--- config.mk ---
export PLATFORM = sky130hd
export DESIGN_NAME = pll_pwr_seq
export DESIGN_NICKNAME = d
export VERILOG_FILES = /design/src/rtl/pll_seq_pkg.sv /design/src/rtl/pll_req_arb.sv /design/src/rtl/pll_lock_timer.sv /design/src/rtl/pll_code_reg.sv /design/src/rtl/pll_seq_ctrl.sv /design/src/rtl/pll_pwr_seq.sv
export SDC_FILE = /design/constraint.sdc
export NUM_CORES = 1
export LEC_CHECK = 0
export ABC_AREA = 1
export BUFFER_PORTS_ARGS = -buffer_cell sky130_fd_sc_hd__buf_2
export CAP_MARGIN = 20
export CORE_UTILIZATION = 52
export CTS_BUF_LIST = sky130_fd_sc_hd__clkbuf_8
export CTS_CLUSTER_SIZE = 28
export DETAILED_ROUTE_END_ITERATION = 12
export MAX_ROUTING_LAYER = met4
export PLACE_DENSITY = 0.81
export SYNTH_ARGS = -nofsm -noshare
export SYNTH_HDL_FRONTEND = slang
export SYNTH_SLANG_ARGS = --single-unit
--- constraint.sdc ---
create_clock -name clk -period 1.9 [get_ports clk]
set_input_delay 0.095 -clock clk [delete_from_list [all_inputs] [get_ports clk]]
set_output_delay 0.095 -clock clk [all_outputs]
set_load 0.02 [all_outputs]
--- src/rtl/pll_seq_pkg.sv ---
// Shared types for the PLL power and lock sequencer.
// Assumes: nothing beyond the standard language.
package pll_seq_pkg;

    // Sequencer phases
    typedef enum logic [2:0] {
        ST_IDLE,
        ST_SW_OFF,
        ST_PWR_DN,
        ST_LOAD,
        ST_PWR_UP,
        ST_WAIT_LK
    } seq_state_t;

    // Decoded request after priority and argument check
    typedef enum logic [2:0] {
        RQ_NONE,
        RQ_EN,
        RQ_DIS,
        RQ_PROG,
        RQ_REJ
    } req_kind_t;

endpackage

--- src/rtl/pll_req_arb.sv ---
// Request priority selector.
// Picks one request per cycle: reprogram over power-down over power-up.
// A reprogram that names a zero rate is turned into a reject.
// Assumes: requests are single-cycle pulses; the caller ignores the result when not idle.
module pll_req_arb
    import pll_seq_pkg::*;
#(
    parameter int RATE_W = 32
) (
    input  logic              req_en,
    input  logic              req_dis,
    input  logic              req_prog,
    input  logic [RATE_W-1:0] tgt_rate,
    input  logic [RATE_W-1:0] ref_rate,
    output req_kind_t         kind
);

    logic rates_ok;

    // A reprogram is valid only with both rates non-zero
    assign rates_ok = (|tgt_rate) && (|ref_rate);

    // Fixed priority decode
    always_comb begin
        if (req_prog)     kind = rates_ok ? RQ_PROG : RQ_REJ;
        else if (req_dis) kind = RQ_DIS;
        else if (req_en)  kind = RQ_EN;
        else              kind = RQ_NONE;
    end

endmodule

--- src/rtl/pll_lock_timer.sv ---
// Lock-wait window counter.
// Counts the sampling edges of a lock wait and flags the last one.
// Assumes: TIMEOUT >= 2; clr comes one cycle before run begins.
module pll_lock_timer #(
    parameter int TIMEOUT = 1250000
) (
    input  logic clk,
    input  logic rst_n,
    input  logic clr,
    input  logic run,
    output logic last
);

    localparam int CW = (TIMEOUT > 2) ? $clog2(TIMEOUT) : 1;
    localparam logic [CW-1:0] LAST_VAL = CW'(TIMEOUT - 1);

    logic [CW-1:0] cnt;

    // Final sampling edge of the window
    assign last = (cnt == LAST_VAL);

    // Edge counter, restarted before each wait
    always_ff @(posedge clk) begin
        if (!rst_n || clr) cnt <= '0;
        else if (run && !last) cnt <= cnt + 1'b1;
    end

    AST_TMR_IN_RANGE: assert property (@(posedge clk) disable iff (!rst_n)
        cnt <= LAST_VAL);

endmodule

--- src/rtl/pll_code_reg.sv ---
// Divider and charge-pump code holder.
// Captures the codes of an accepted reprogram and presents them to the
// PLL only when told to apply them.
// Assumes: apply is raised only while the PLL is powered down.
module pll_code_reg #(
    parameter int NDIV_W = 8,
    parameter int IDIV_W = 3,
    parameter int CP_W   = 5
) (
    input  logic              clk,
    input  logic              rst_n,
    input  logic              cap,
    input  logic              apply,
    input  logic [NDIV_W-1:0] in_ndiv,
    input  logic [IDIV_W-1:0] in_idiv,
    input  logic [CP_W-1:0]   in_cp,
    output logic [NDIV_W-1:0] out_ndiv,
    output logic [IDIV_W-1:0] out_idiv,
    output logic [CP_W-1:0]   out_cp
);

    localparam int TOT_W = NDIV_W + IDIV_W + CP_W;

    logic [TOT_W-1:0] pend;
    logic [TOT_W-1:0] live;

    // Hold the codes of the accepted request
    always_ff @(posedge clk) begin
        if (!rst_n)   pend <= '0;
        else if (cap) pend <= {in_ndiv, in_idiv, in_cp};
    end

    // Copy the held codes to the PLL side
    always_ff @(posedge clk) begin
        if (!rst_n)     live <= '0;
        else if (apply) live <= pend;
    end

    assign {out_ndiv, out_idiv, out_cp} = live;

endmodule

--- src/rtl/pll_seq_ctrl.sv ---
// Sequencer state machine.
// Orders the multiplexer select, the power-down control, the code load
// and the lock wait for all three request kinds, and issues result pulses.
// Assumes: kind is already prioritised; the timer flags its last edge.
module pll_seq_ctrl
    import pll_seq_pkg::*;
#(
    parameter bit HAS_SWITCH = 1'b1
) (
    input  logic      clk,
    input  logic      rst_n,
    input  req_kind_t kind,
    input  logic      lock_in,
    input  logic      tmr_last,
    output logic      pll_pdn,
    output logic      sel_pll,
    output logic      busy,
    output logic      done,
    output logic      err_to,
    output logic      err_arg,
    output logic      tmr_clr,
    output logic      tmr_run,
    output logic      code_cap,
    output logic      code_apply
);

    seq_state_t state;
    logic       prog_on;

    // Control strobes toward the timer and the code holder
    assign busy       = (state != ST_IDLE);
    assign tmr_clr    = (state == ST_PWR_UP);
    assign tmr_run    = (state == ST_WAIT_LK);
    assign code_cap   = (state == ST_IDLE) && (kind == RQ_PROG);
    assign code_apply = (state == ST_LOAD);

    // Phase sequencing and registered outputs
    always_ff @(posedge clk) begin
        if (!rst_n) begin
            state   <= ST_IDLE;
            prog_on <= 1'b0;
            pll_pdn <= 1'b1;
            sel_pll <= 1'b0;
            done    <= 1'b0;
            err_to  <= 1'b0;
            err_arg <= 1'b0;
        end else begin
            done    <= 1'b0;
            err_to  <= 1'b0;
            err_arg <= 1'b0;
            case (state)
                ST_IDLE: begin
                    case (kind)
                        RQ_REJ:  err_arg <= 1'b1;
                        RQ_PROG: begin
                            prog_on <= 1'b1;
                            state   <= pll_pdn ? ST_LOAD : ST_SW_OFF;
                        end
                        RQ_DIS: begin
                            prog_on <= 1'b0;
                            if (pll_pdn) done <= 1'b1;
                            else         state <= ST_SW_OFF;
                        end
                        RQ_EN: begin
                            if (!pll_pdn) done <= 1'b1;
                            else          state <= ST_PWR_UP;
                        end
                        default: ;
                    endcase
                end
                ST_SW_OFF: begin
                    if (HAS_SWITCH) sel_pll <= 1'b0;
                    state <= ST_PWR_DN;
                end
                ST_PWR_DN: begin
                    pll_pdn <= 1'b1;
                    if (prog_on) begin
                        state <= ST_LOAD;
                    end else begin
                        done  <= 1'b1;
                        state <= ST_IDLE;
                    end
                end
                ST_LOAD: state <= ST_PWR_UP;
                ST_PWR_UP: begin
                    pll_pdn <= 1'b0;
                    state   <= ST_WAIT_LK;
                end
                ST_WAIT_LK: begin
                    if (lock_in) begin
                        if (HAS_SWITCH) sel_pll <= 1'b1;
                        done    <= 1'b1;
                        prog_on <= 1'b0;
                        state   <= ST_IDLE;
                    end else if (tmr_last) begin
                        err_to  <= 1'b1;
                        prog_on <= 1'b0;
                        state   <= ST_IDLE;
                    end
                end
                default: state <= ST_IDLE;
            endcase
        end
    end

    AST_SEL_NEEDS_POWER: assert property (@(posedge clk) disable iff (!rst_n)
        sel_pll |-> !pll_pdn);
    AST_PDN_RISE_ON_BYPASS: assert property (@(posedge clk) disable iff (!rst_n)
        $rose(pll_pdn) |-> !$past(sel_pll));
    AST_SEL_RISE_AFTER_LOCK: assert property (@(posedge clk) disable iff (!rst_n)
        $rose(sel_pll) |-> $past(lock_in) && done);
    AST_ONE_RESULT: assert property (@(posedge clk) disable iff (!rst_n)
        $onehot0({done, err_to, err_arg}));
    AST_BUSY_ENDS_WITH_RESULT: assert property (@(posedge clk) disable iff (!rst_n)
        $fell(busy) |-> (done || err_to));
    AST_TIMEOUT_NO_LOCK: assert property (@(posedge clk) disable iff (!rst_n)
        err_to |-> !$past(lock_in) && !sel_pll);

endmodule

--- src/rtl/pll_pwr_seq.sv ---
// PLL power and lock sequencer, top level.
// Joins the request selector, the state machine, the lock-wait timer and
// the code holder, and derives the enabled and locked status.
// Assumes: the PLL model and clock multiplexer sit outside; requests are pulses.
module pll_pwr_seq
    import pll_seq_pkg::*;
#(
    parameter int NDIV_W       = 8,
    parameter int IDIV_W       = 3,
    parameter int CP_W         = 5,
    parameter int RATE_W       = 32,
    parameter int LOCK_TIMEOUT = 1250000,
    parameter bit HAS_SWITCH   = 1'b1
) (
    input  logic              clk,
    input  logic              rst_n,
    input  logic              req_en,
    input  logic              req_dis,
    input  logic              req_prog,
    input  logic [NDIV_W-1:0] new_ndiv,
    input  logic [IDIV_W-1:0] new_idiv,
    input  logic [CP_W-1:0]   new_cp,
    input  logic [RATE_W-1:0] tgt_rate,
    input  logic [RATE_W-1:0] ref_rate,
    input  logic              lock_in,
    output logic              pll_pdn,
    output logic              sel_pll,
    output logic [NDIV_W-1:0] pll_ndiv,
    output logic [IDIV_W-1:0] pll_idiv,
    output logic [CP_W-1:0]   pll_cp,
    output logic              st_enabled,
    output logic              st_locked,
    output logic              busy,
    output logic              done,
    output logic              err_timeout,
    output logic              err_arg
);

    req_kind_t kind;
    logic      tmr_clr;
    logic      tmr_run;
    logic      tmr_last;
    logic      code_cap;
    logic      code_apply;

    pll_req_arb #(.RATE_W(RATE_W)) u_arb (
        .req_en   (req_en),
        .req_dis  (req_dis),
        .req_prog (req_prog),
        .tgt_rate (tgt_rate),
        .ref_rate (ref_rate),
        .kind     (kind)
    );

    pll_seq_ctrl #(.HAS_SWITCH(HAS_SWITCH)) u_ctrl (
        .clk        (clk),
        .rst_n      (rst_n),
        .kind       (kind),
        .lock_in    (lock_in),
        .tmr_last   (tmr_last),
        .pll_pdn    (pll_pdn),
        .sel_pll    (sel_pll),
        .busy       (busy),
        .done       (done),
        .err_to     (err_timeout),
        .err_arg    (err_arg),
        .tmr_clr    (tmr_clr),
        .tmr_run    (tmr_run),
        .code_cap   (code_cap),
        .code_apply (code_apply)
    );

    pll_lock_timer #(.TIMEOUT(LOCK_TIMEOUT)) u_tmr (
        .clk   (clk),
        .rst_n (rst_n),
        .clr   (tmr_clr),
        .run   (tmr_run),
        .last  (tmr_last)
    );

    pll_code_reg #(.NDIV_W(NDIV_W), .IDIV_W(IDIV_W), .CP_W(CP_W)) u_codes (
        .clk      (clk),
        .rst_n    (rst_n),
        .cap      (code_cap),
        .apply    (code_apply),
        .in_ndiv  (new_ndiv),
        .in_idiv  (new_idiv),
        .in_cp    (new_cp),
        .out_ndiv (pll_ndiv),
        .out_idiv (pll_idiv),
        .out_cp   (pll_cp)
    );

    // Status derived from the power control and the lock input
    assign st_enabled = !pll_pdn;
    assign st_locked  = lock_in && !pll_pdn;

    AST_CODES_HELD_WHILE_ON: assert property (@(posedge clk) disable iff (!rst_n)
        (!pll_pdn && $past(!pll_pdn)) |-> $stable({pll_ndiv, pll_idiv, pll_cp}));
    AST_REJECT_KEEPS_POWER: assert property (@(posedge clk) disable iff (!rst_n)
        err_arg |-> $stable(pll_pdn) && $stable(sel_pll));

endmodule

After elaboration in Yosys (flattened, before gate mapping)
Cells that the tools add are included.

cells by class
  add/sub/neg operators = 1
  eq/ne operators = 16
  mux-type cells = 27
  bitwise operators = 2
  reductions and logical operators = 20

operators by type and width
  operator                                                                  count
  32-bit OR reduction                                                       2
  21-bit by 1-bit adder with 21-bit output (second input constant)          1
  21-bit equality test (second input constant)                              1
  3-bit two-way mux                                                         7
  3-bit one-hot mux with 6 select lines                                     1
  3-bit by 2-bit equality test with 1-bit output (second input constant)    4
  1-bit two-way mux                                                         10
  1-bit one-hot mux with 2 select lines                                     5
  3-bit equality test (second input constant)                               3
  3-bit inequality test (second input constant)                             3
  3-bit one-hot mux with 3 select lines                                     1
  3-bit by 1-bit equality test with 1-bit output (second input constant)    2
  2-bit nonzero test                                                        3
  1-bit logical AND                                                         4
  2-bit two-way mux                                                         2
  4-bit inequality test (second input constant)                             1
  2-bit AND reduction                                                       2
  4-bit AND reduction                                                       1
  1-bit logical NOT                                                         3
  3-bit logical NOT                                                         1
  3-bit by 2-bit inequality test with 1-bit output (second input constant)  1
  1-bit one-hot mux with 3 select lines                                     1
  3-bit AND reduction                                                       1
  3-bit nonzero test                                                        1
  4 further kinds                                                           5

word-level totals
  register bits after elaboration = 62
  input port bits = 86
  output and inout bits = 24
  logic and storage cells = 76

Longest topological paths before layout
  word-level depth = 7
  mapped depth = 12
  gate-level depth less buffers = 11

Cells and area by module
A second synthesis with hierarchy kept.

second synthesis, totals
  cell total of the unflattened synthesis = 581
  area, all modules = 3,554.7 um^2

modules (own cells, without submodules)
  module          instances  cells an instance  area each (um^2)  sequential area each (um^2)
  pll_code_reg    1          201                1,350.0           640.6
  pll_lock_timer  1          211                1,318.8           420.4
  pll_seq_ctrl    1          88                 556.8             180.2
  pll_req_arb     1          78                 315.3             0.0
  pll_pwr_seq     1          3                  13.8              0.0

Worst setup path before layout
No wires, ideal clock.

  path kind = register to register
  from = register u_tmr.cnt[0]
  to = register u_tmr.cnt[4]
  library setup time = 0.123 ns
  data arrival time = 1.492 ns
  data required time = 1.777 ns
  path slack = 0.284 ns
  cell stages (with the launch flop) = 11
  path buffers = 1
  clock period less this slack = 1.616 ns
  cell sequence = dfxtp_1 > ha_1 > nand3_4 > nor2_4 > nand3_4 > nand2_4 > buf_12 > nor2_2 > xor2_1 > inv_1 > nor2_1

between the ends
  longest elaborated chain between the ends = 3
  elaborated cells on any way between the ends = 4
  those cells by class = 1 x add/sub; 1 x eq/ne; 2 x reduce/logical

RTL lines
  what                                                                              line                  text
  start, declared                                                                   pll_lock_timer.sv:17  logic [CW-1:0] cnt;
  start signal, assigned                                                            pll_lock_timer.sv:25  else if (run && !last) cnt <= cnt + 1'b1;
  branches (longest 3 deep; another with 21-bit by 1-bit adder with 21-bit output)  n/a

Parallel ways; which one is timed is not known.
A chain may end at the register's enable or synchronous reset.

Final worst setup path
  from = register u_tmr.cnt[1]
  to = register u_tmr.cnt[5]

Same word-level chain as after synthesis.

==> results.cfg <==
[setup_path]
cp_max_fo = 16
worstSetupPathType = reg -> reg
r2r-end = u_tmr.cnt[5]
worst_setup_path_end_kind = flip-flop
crit_path_start_kind = flip-flop
worstPathArrival_ns = 1.95
crit_required_ns = 2.10
worstSetupStartpoint = u_tmr.cnt[1]
reg2reg_from = u_tmr.cnt[1]
worstSetupEndpoint = u_tmr.cnt[5]
r2r_slack_ns = 0.15
r2r_cells = 10

[synthesis]
synth-edff-count = 0
synth-seq-cells = 62
synth_ff_type = dfxtp_1
avgSynthCellArea_um2 = 6.84
synth_fp_nets = 569
synthDistinctLibCells = 37
synth_top_area_share = 0.377
yosysTopAreaCell = dfxtp_1
yosys_warnings = 0
synth_area_leaders = dfxtp_1 (38%), nand2_1 (11%), nor2_1 (10%)
synthArstFlopShare = 0
syn_area_um2 = 3300
synth_cells = 482
ys_seq_area_frac = 0.377

[global_routing]
gr-usage-all-layers = 0.279
grt-ovfl-total = 0
grt_antenna_before_repair = 0
grt_pass1_wl_um = 14000
grt_max_degree = 23
grt_pass1_vias = 3270

[die]
rows = 28
initial_core_util = 0.547
chipHeight_um = 81.6
coreArea_um2 = 6030
die_w_um = 81.6
io-pin-count = 110
die-area_um2 = 6660

[final_layout]
num_antenna_cells = 0
num-fill-cells = 529
mostFrequentLayoutCell = buf_2
mostFrequentLayoutCells = buf_2 (109), nand2_1 (98), nor2_1 (90), dfxtp_1 (62), inv_1 (54)
syn2layout_area_growth_pct = 26.7
fin_util = 0.693
fin_cells = 680
nets = 688
fin_area_um2 = 4180
drive_gt1_frac = 0.281

[sta]
layout_min_cycle_time_ns = 1.75
setup_tns_ns = 0
worst_pin_slew_ns = 0.557
finClkSkew_ns = 0.00688
slew_violations = 0
fin_crit_sh = 0.922
fmax_mhz = 571
setup_violations = 0
finalHoldViolations = 0
maxSlewHeadroom = 0.628

[routing]
route.met2.wl_um = 3820
met1Wirelength_um = 3580
top_layer_used = met4
wl_per_cell_um = 12.0
viasPerCell = 5.15
via_count = 3504
routed_wl_um = 8130
drt-pass1-iter-count = 5
drtIter0Drc = 264
route.detailed.drc = 0
wl_met3_um = 590
route.antenna.remaining_nets = 0

[clock_network]
root_buffer = clkbuf_8
cts_tree = done
clock-sinks = 62
numCtsBuffers = 9
htreeDepth = 3
clock_latency_ns = 0.33
cts_buffer_depth = 2
clk_pin_slew_ns = 0.07

[placed_design]
place_inst = 660
dpl_cell_area_um2 = 3920
io_buffers = 109
place_congestion = 0.925
hpwlAfterDp_um = 6260

[pwr]
power_leakage_uw = 0.00192
vdd_drop_max_mv = 0.619
power_density_nw_per_um2 = 892
p_total_uw = 3730

[status]
status = finished, final reports clean

[job]
drv_cap = 0

[min_path]
min_path_type = in -> reg
[how the worst min path moves through the flow]
stage                           start          endpoint  slack, ns  depth (start not counted)
after global routing        new_cp[2]   u_codes.pend[2]       0.04                          3
after CTS                   new_cp[2]   u_codes.pend[2]       0.03                          3
final                       new_cp[2]   u_codes.pend[2]       0.05                          3
after floorplan               lock_in     u_ctrl.err_to       0.17                          1
after global placement    new_ndiv[7]  u_codes.pend[15]       0.32                          3
after detailed placement      lock_in     u_ctrl.err_to       0.32                          2
[layout make-up]
| cell class | count | area, µm² | area share |
|---|---|---|---|
| multi-input cells | 345 | 1730 | 0.414 |
| flip-flops and latches | 62 | 1240 | 0.297 |
| repair buffers | 125 | 691 | 0.165 |
| inverters | 58 | 224 | 0.0536 |
| clock buffers | 10 | 138 | 0.0330 |
| well taps | 75 | 93.8 | 0.0225 |
| clock inverters | 5 | 58.8 | 0.0141 |
[sequential cells by signal (all words and copies together), names as in the netlist]
signal,cells
u_tmr.cnt,21
u_ctrl.pll_pdn,1
u_codes.live,16
u_ctrl.done,1
u_ctrl.err_to,1
u_ctrl.prog_on,1
u_ctrl.sel_pll,1
u_codes.pend,16
u_ctrl.state,3
u_ctrl.err_arg,1
[through the flow]
step / hold WS, ns / worst slack, ns
6_report: 0.0485 / 0.148
5_1_grt: 0.0432 / -0.00651
4_1_cts: 0.0339 / 0.00461
3_5_place_dp: 0.316 / 0.0209
3_3_place_gp: 0.320 / 0.110
2_1_floorplan: 0.173 / 0.284
[repair_timing]
action / CTS / global route
endpoints found under the setup margin: 0 / 15
hold buffers: 5 / 0
resized for setup: 0 / 4
setup buffers: 0 / 0
endpoints found under the hold margin: 5 / 0
[cells by family after synthesis]
logic type	share of synthesized area
xor gates and xnor gates	0.0319
AOI/OAI and AO/OA	0.110
adders and majority gates	0.00380
buffers and inverters	0.0995
and+or+nand+nor	0.379
DFF	0.377
[cells in the mapped netlist (4+ instances only)]
cell type	number
nor3_1	8
buf_2	4
nand4_1	19
a21oi_2	9
a21oi_1	31
clkbuf_1	7
nand3_1	21
nor2_1	90
o21ai_0	20
dfxtp_1	62
and2_1	5
xor2_1	10
nand2_1	98
inv_1	54
nand2_2	7
[power breakdown]
group | internal [µW] | switching [µW] | total, µW
sequential | 1460 | 80.6 | 1540
clock | 636 | 515 | 1150
combinational | 385 | 647 | 1030
total | 2480 | 1240 | 3730
[critical path: stages (launching register included)]
cell and delay (ns):
dfxtp_1 0.35, ha_2 0.25, nand3_4 0.14, nor2_4 0.15, nand3_4 0.12, nand2_4 0.17, inv_4 0.11, nand2_1 0.15
nor2_1 0.06, nand2_1 0.06, a21oi_1 0.06
[metal layers]
layer | vias to the layer above | global-route usage
met2 | 156 | 0.450
met4 | 0 | 0.118
met5 | - | -
li1 | 1773 | -
met3 | 18 | 0.0422
met1 | 1557 | 0.346
(Power assumes the default switching activity.)
